[config.mk]
export PLATFORM = sky130hd
export DESIGN_NAME = lfsr_sample_recorder
export DESIGN_NICKNAME = d
export VERILOG_FILES = /design/src/rtl/lsr_pkg.sv /design/src/rtl/lsr_reset_sync.sv /design/src/rtl/lsr_seed_enc.sv /design/src/rtl/lsr_lfsr.sv /design/src/rtl/lsr_interval_cnt.sv /design/src/rtl/lsr_sample_ram.sv /design/src/rtl/lfsr_sample_recorder.sv
export SDC_FILE = /design/constraint.sdc
export NUM_CORES = 1
export LEC_CHECK = 0
export BUFFER_PORTS_ARGS = -buffer_cell sky130_fd_sc_hd__buf_2
export CAP_MARGIN = 20
export CORE_MARGIN = 4
export CORE_UTILIZATION = 35
export CTS_CLUSTER_DIAMETER = 120
export DETAILED_ROUTE_END_ITERATION = 16
export GPL_TIMING_DRIVEN = 0
export MAX_ROUTING_LAYER = met4
export SYNTH_ARGS = -nofsm -noshare
export SYNTH_HDL_FRONTEND = slang
export SYNTH_SLANG_ARGS = --single-unit
[constraint.sdc]
create_clock -name clk -period 0.9 [get_ports clk]
set_input_delay 0.09 -clock clk [delete_from_list [all_inputs] [get_ports clk]]
set_output_delay 0.09 -clock clk [all_outputs]
set_load 0.1 [all_outputs]
[src/rtl/lsr_pkg.sv]
package lsr_pkg;
  localparam int unsigned RND_W = 8;
  // x^8 + x^6 + x^5 + x^4 + 1 : state bits 7, 5, 4, 3 feed the new bit 0
  localparam logic [RND_W-1:0] TAP_MASK   = 8'b1011_1000;
  localparam logic [RND_W-1:0] RESET_SEED = 8'h01;
  localparam int unsigned CNT_W   = 5;
  localparam int unsigned DEPTH   = 16;
  localparam int unsigned ADDR_W  = $clog2(DEPTH);
  localparam int unsigned SYNC_STAGES = 2;
endpackage

[src/rtl/lsr_reset_sync.sv]
module lsr_reset_sync #(
  parameter int unsigned STAGES = 2
) (
  input  logic clk,
  input  logic arst_n,
  output logic rst_n_o
);
  logic [STAGES-1:0] chain_q;
  logic [STAGES-1:0] chain_d;

  always_comb begin
    chain_d = {chain_q[STAGES-2:0], 1'b1};
  end

  always_ff @(posedge clk or negedge arst_n) begin
    if (!arst_n) chain_q <= '0;
    else         chain_q <= chain_d;
  end

  assign rst_n_o = chain_q[STAGES-1];
endmodule

[src/rtl/lsr_seed_enc.sv]
module lsr_seed_enc #(
  parameter int unsigned W = 8
) (
  input  logic [W-1:0] req_i,
  output logic [W-1:0] seed_o
);
  logic [W-1:0] idx;
  logic         any;

  always_comb begin
    idx = '0;
    any = 1'b0;
    for (int i = 0; i < W; i++) begin
      if (req_i[i]) begin
        idx = W'(i);
        any = 1'b1;
      end
    end
    seed_o = any ? W'(idx + 1'b1) : W'(1);
  end
endmodule

[src/rtl/lsr_lfsr.sv]
module lsr_lfsr #(
  parameter int unsigned     W        = 8,
  parameter logic [W-1:0]    TAPS     = 8'b1011_1000,
  parameter logic [W-1:0]    INIT_VAL = 8'h01
) (
  input  logic         clk,
  input  logic         rst_n,
  input  logic         load_i,
  input  logic [W-1:0] seed_i,
  output logic [W-1:0] state_o
);
  logic [W-1:0] state_q;
  logic [W-1:0] state_d;
  logic         fb;

  always_comb begin
    fb      = ^(state_q & TAPS);
    state_d = load_i ? seed_i : {state_q[W-2:0], fb};
  end

  always_ff @(posedge clk or negedge rst_n) begin
    if (!rst_n) state_q <= INIT_VAL;
    else        state_q <= state_d;
  end

  assign state_o = state_q;


  lfsr_nonzero_chk: assert property (@(posedge clk) disable iff (!rst_n)
    state_q != '0);

  lfsr_load_chk: assert property (@(posedge clk) disable iff (!rst_n)
    load_i |=> state_q == $past(seed_i));
endmodule

[src/rtl/lsr_interval_cnt.sv]
module lsr_interval_cnt #(
  parameter int unsigned W = 5
) (
  input  logic         clk,
  input  logic         rst_n,
  input  logic         load_i,
  input  logic [W-1:0] load_val_i,
  output logic         strobe_o
);
  logic [W-1:0] cnt_q;
  logic [W-1:0] cnt_d;

  always_comb begin
    cnt_d = load_i ? load_val_i : W'(cnt_q + 1'b1);
  end

  always_ff @(posedge clk or negedge rst_n) begin
    if (!rst_n) cnt_q <= '0;
    else        cnt_q <= cnt_d;
  end

  assign strobe_o = &cnt_q;


  cnt_advance_chk: assert property (@(posedge clk) disable iff (!rst_n)
    !load_i |=> cnt_q == W'($past(cnt_q) + 1'b1));

  cnt_preload_chk: assert property (@(posedge clk) disable iff (!rst_n)
    load_i |=> cnt_q == $past(load_val_i));
endmodule

[src/rtl/lsr_sample_ram.sv]
module lsr_sample_ram #(
  parameter int unsigned DW    = 8,
  parameter int unsigned DEPTH = 16,
  localparam int unsigned AW   = $clog2(DEPTH)
) (
  input  logic          clk,
  input  logic          rst_n,
  input  logic          wr_en_i,
  input  logic [DW-1:0] wr_data_i,
  input  logic [AW-1:0] rd_addr_i,
  output logic [DW-1:0] rd_data_o
);
  logic [DW-1:0] mem [DEPTH];
  logic [AW-1:0] wptr_q;
  logic [AW-1:0] wptr_d;
  logic [DW-1:0] rd_q;

  always_comb begin
    wptr_d = wr_en_i ? AW'(wptr_q + 1'b1) : wptr_q;
  end

  always_ff @(posedge clk or negedge rst_n) begin
    if (!rst_n) wptr_q <= '0;
    else        wptr_q <= wptr_d;
  end

  always_ff @(posedge clk) begin
    if (wr_en_i) mem[wptr_q] <= wr_data_i;
    rd_q <= mem[rd_addr_i];
  end

  assign rd_data_o = rd_q;


  ram_ptr_step_chk: assert property (@(posedge clk) disable iff (!rst_n)
    wr_en_i |=> wptr_q == AW'($past(wptr_q) + 1'b1));

  ram_ptr_hold_chk: assert property (@(posedge clk) disable iff (!rst_n)
    !wr_en_i |=> $stable(wptr_q));
endmodule

[src/rtl/lfsr_sample_recorder.sv]
module lfsr_sample_recorder
  import lsr_pkg::*;
(
  input  logic              clk,
  input  logic              rst_n,
  input  logic [RND_W-1:0]  seed_req_i,
  input  logic              seed_load_i,
  input  logic [ADDR_W-1:0] rd_addr_i,
  output logic [RND_W-1:0]  rnd_o,
  output logic              sample_valid_o,
  output logic [RND_W-1:0]  rd_data_o
);
  logic             rst_sync_n;
  logic [RND_W-1:0] seed_w;
  logic [RND_W-1:0] rnd_w;
  logic             strobe_w;
  logic             wr_en;
  logic             valid_q;

  lsr_reset_sync #(.STAGES(SYNC_STAGES)) u_rst (
    .clk(clk), .arst_n(rst_n), .rst_n_o(rst_sync_n));

  lsr_seed_enc #(.W(RND_W)) u_enc (.req_i(seed_req_i), .seed_o(seed_w));

  lsr_lfsr #(.W(RND_W), .TAPS(TAP_MASK), .INIT_VAL(RESET_SEED)) u_lfsr (
    .clk(clk), .rst_n(rst_sync_n), .load_i(seed_load_i),
    .seed_i(seed_w), .state_o(rnd_w));

  lsr_interval_cnt #(.W(CNT_W)) u_cnt (
    .clk(clk), .rst_n(rst_sync_n), .load_i(seed_load_i),
    .load_val_i('0), .strobe_o(strobe_w));

  // load has priority over the sampling strobe
  assign wr_en = strobe_w & ~seed_load_i;

  lsr_sample_ram #(.DW(RND_W), .DEPTH(DEPTH)) u_ram (
    .clk(clk), .rst_n(rst_sync_n), .wr_en_i(wr_en), .wr_data_i(rnd_w),
    .rd_addr_i(rd_addr_i), .rd_data_o(rd_data_o));

  always_ff @(posedge clk or negedge rst_sync_n) begin
    if (!rst_sync_n) valid_q <= 1'b0;
    else             valid_q <= wr_en;
  end

  assign rnd_o          = rnd_w;
  assign sample_valid_o = valid_q;


  enc_nonzero_chk: assert property (@(posedge clk) disable iff (!rst_sync_n)
    seed_w != '0);

  valid_pulse_chk: assert property (@(posedge clk) disable iff (!rst_sync_n)
    sample_valid_o |=> !sample_valid_o);

  load_blocks_write_chk: assert property (@(posedge clk) disable iff (!rst_sync_n)
    seed_load_i |=> !sample_valid_o);
endmodule

==> impl_results.md <==
* Outcome: finished with violations
* Failing checks: hold timing, setup timing
* Area of the die at just under 20000 µm²
* IO Count at 32
* Count of cell types in the netlist at 34
* Register clock-pin slew on the reported worst setup and hold paths at ~0.06 ns
* Max Slew Vio Count at 0
* Clock power share at 38.7%
* Dominant cell type by area after synthesis: edfxtp_1
* Initial antenna violation count at 0
* Post-Synth XOR/XNOR Area at 1.16%
* # diodes at 0
* Worst-margin pin slew at 0.881 ns
* Syn Inst Count at 308
* Post-synthesis compound-gate area fraction at 2.95%
* Post-synthesis average cell area at between 15 and 20 µm²
* Max IR drop VDD at 1410 µV
* HP Class: in2reg
* Minimum hold slack at -0.0153 ns
* Synth top area share at a little under two thirds
* Final GP Congestion at 0.766
* Drt first pass iters at 4
* Internal Pwr Total at 12.8 mW
* Final Hold Fails at 1
* Synthesized-area fraction occupied by adder cells at 1.46%
* DR WL/cell at 20.6 µm
* Worst Setup End Kind: register
* Global-route wire length before repair at slightly below 20000 µm
* Slew HR at 41.0%
* Main area contributors after synthesis: edfxtp_1, dfrtp_1, mux4_2
* CP Class: reg2reg
* Predominant post-synthesis flop cell: edfxtp_1
* Startpoint Class: register
* Post-Syn Area at 6010 µm²
* Sw frac at 22.7%
* Post-synthesis async set-or-reset flop share at 12.8%
* Vias per cell at 4.85
* Warnings, synthesis at 0
* Largest family of logic cells by synthesized area: multiplexers
* EDFF count, synth at 128
* Num rows at 47
* Most frequent cells in the layout: edfxtp_1, buf_12, mux4_2
* Starting Density at between 30% and 40%
* Sequential element share of the synthesized area at 74.9%
* Leak Pwr at approximately 2.9 nW
* CP required at 1.03 ns
* H-tree depth at 4
* Layout cells sized above 1 at 52.1%
* Fin crit period at 1.91 ns
* MaxCap Viol Count at 0
* CP max FO at 4
* Worst Reg-to-Reg Cells at 8
* Total grt overflow at 0
* Largest net degree at the start of global routing at 19
* CTS tree: yes
* Vias in the first global route at roughly 3300
* Syn_nets at 330
* Post-DRT Antenna Nets at 0
* Routed WL at 13200 µm
* Root Buffer: clkbuf_16
* Comb pwr share at a little under an eighth
* Fmax at between 0.5 and 0.6 GHz
* Initial DRC count at 320
* Worst-Skew Late Latency at 0.41 ns
* Fin Setup TNS at -148.50 ns
* CTS Buf Count at 17
* Number of port buffers at 30
* Tcrit/Tclk final at 213%
* Unrepaired setup endpoints after global routing: true
* Die height at 139 µm
* Die width at 139 µm
* Net Sw Power at 3.75 mW
* Clk_skew at between 0.006 and 0.007 ns
* Final net count at 431
* Post-DP HPWL at around 7400 µm
* CTS Sinks at 156
* Max clock buf depth at 2
* Area Growth Syn to Fin at 40.4%
* Simple-Gate Fraction of Synth Area at 4.41%
* Setup violators final at slightly below 300
* WP data arrival at 2.04 ns
* GRT Resource Usage Total at between 10% and 20%
* PwrDens at 1960 nW/µm²
* Multiplexer area fraction after synthesis at 13.0%
* DR vias at 3115
* Worst Setup Slack, final at -1.01 ns
* Worst hold path stage count at 4
* DRC errors left at 0
* FF+latch count, synth at 156
* Core box area at 16700 µm²
* Commonest non-fill, non-tap cell in the layout: edfxtp_1
* Sequential Power Share at a little under 50%
## kinds of logic after synthesis
family                     count (synthesis)
AOI/OAI and AO/OA                         26
xor gates and xnor gates                   8
adders and majority gates                  7
buffers and inverters                     19
DFF                                      156
muxes                                     33
other                                      1
and+or+nand+nor                           58
## power groups by stage
stage	Sequential [mW]	Clock (mW)	Combinational, mW
5_1_grt	8.17	6.88	2.10
3_3_place_gp	8.39	0	1.15
6_report	8.16	6.40	1.99
3_5_place_dp	8.41	0	1.15
4_1_cts	8.16	6.56	1.83
2_1_floorplan	8.81	0	0.399
## metal layers
metal | global-route usage, % | part of all wire [%]
met5 | - | 0
met1 | 18.0 | 42
met3 | 4.14 | 5.5
met2 | 23.4 | 52
met4 | 4.53 | 1.0
## final timing paths
kind                                   from                 to  slack [ns]
max                          u_cnt.cnt_q[1]    u_ram.mem[1][7]       -1.01
min                           seed_req_i[5]  u_lfsr.state_o[0]       -0.02
max reg2reg                  u_cnt.cnt_q[1]    u_ram.mem[1][7]       -1.01
min reg2reg                u_rst.chain_q[1]     u_cnt.cnt_q[2]        0.19
max in group asynchronous             rst_n   u_rst.chain_q[1]        0.23
min in group asynchronous  u_rst.chain_q[1]     u_cnt.cnt_q[2]        0.19
## per-stage QoR
step	utilization (%)	std cells	cell area (µm²)	total power, mW	setup slack (ns)
2_1_floorplan	-	308	6210	9.21	-0.963
3_3_place_gp	39.7	558	6640	9.53	-1.20
3_5_place_dp	39.7	558	6640	9.56	-1.24
4_1_cts	48.8	628	8150	16.5	-0.946
5_1_grt	50.6	642	8450	17.2	-1.09
6_report	50.6	642	8450	16.6	-1.01
## critical path, stage by stage (launching register included)
cell and delay, ns:
dfrtp_1 0.36, ha_2 0.19, and3_4 0.20, ha_4 0.12, nor2b_4 0.19, buf_4 0.17
nand2_8 0.09, nor3_4 0.18, buf_6 0.15
## area by class of cell
type                            instances  area [µm²]
Tap cell                              220         275
Sequential cell                       156        4550
Fill cell                            1367        8250
Buffer                                 11         124
Clock inverter                          1        5.00
Inverter                                5        26.3
Timing Repair Buffer                   85        1230
Multi-Input combinational cell        133        1710
Clock buffer                           31         528
## cells in the mapped netlist (all sizes together) (3+ instances only)
library cell	instances
edfxtp	128
mux4	32
nor2	22
dfrtp	19
a22oi	16
nand2	14
buf	8
dfxtp	8
nor2b	8
ha	7
xnor2	6
a21oi	5
inv	5
nor3	4
clkbuf	3
clkdlybuf4s25	3
nand3	3
## state kept, by name (all words and copies together) (netlist names)
signal,flops
u_ram.mem,128
u_lfsr.state_o,8
u_ram.rd_data_o,8
u_cnt.cnt_q,5
u_ram.wptr_q,4
u_rst.chain_q,2
sample_valid_o,1
## timing repair
action	4_1_cts	5_1_grt
hold endpoints to repair	9	2
pin swaps	20	12
resized for setup	120	45
setup endpoints to repair	181	304
gates cloned	1	4
setup buffers	34	17
hold buffers	5	1
Power figures use the tool's default switching activity.
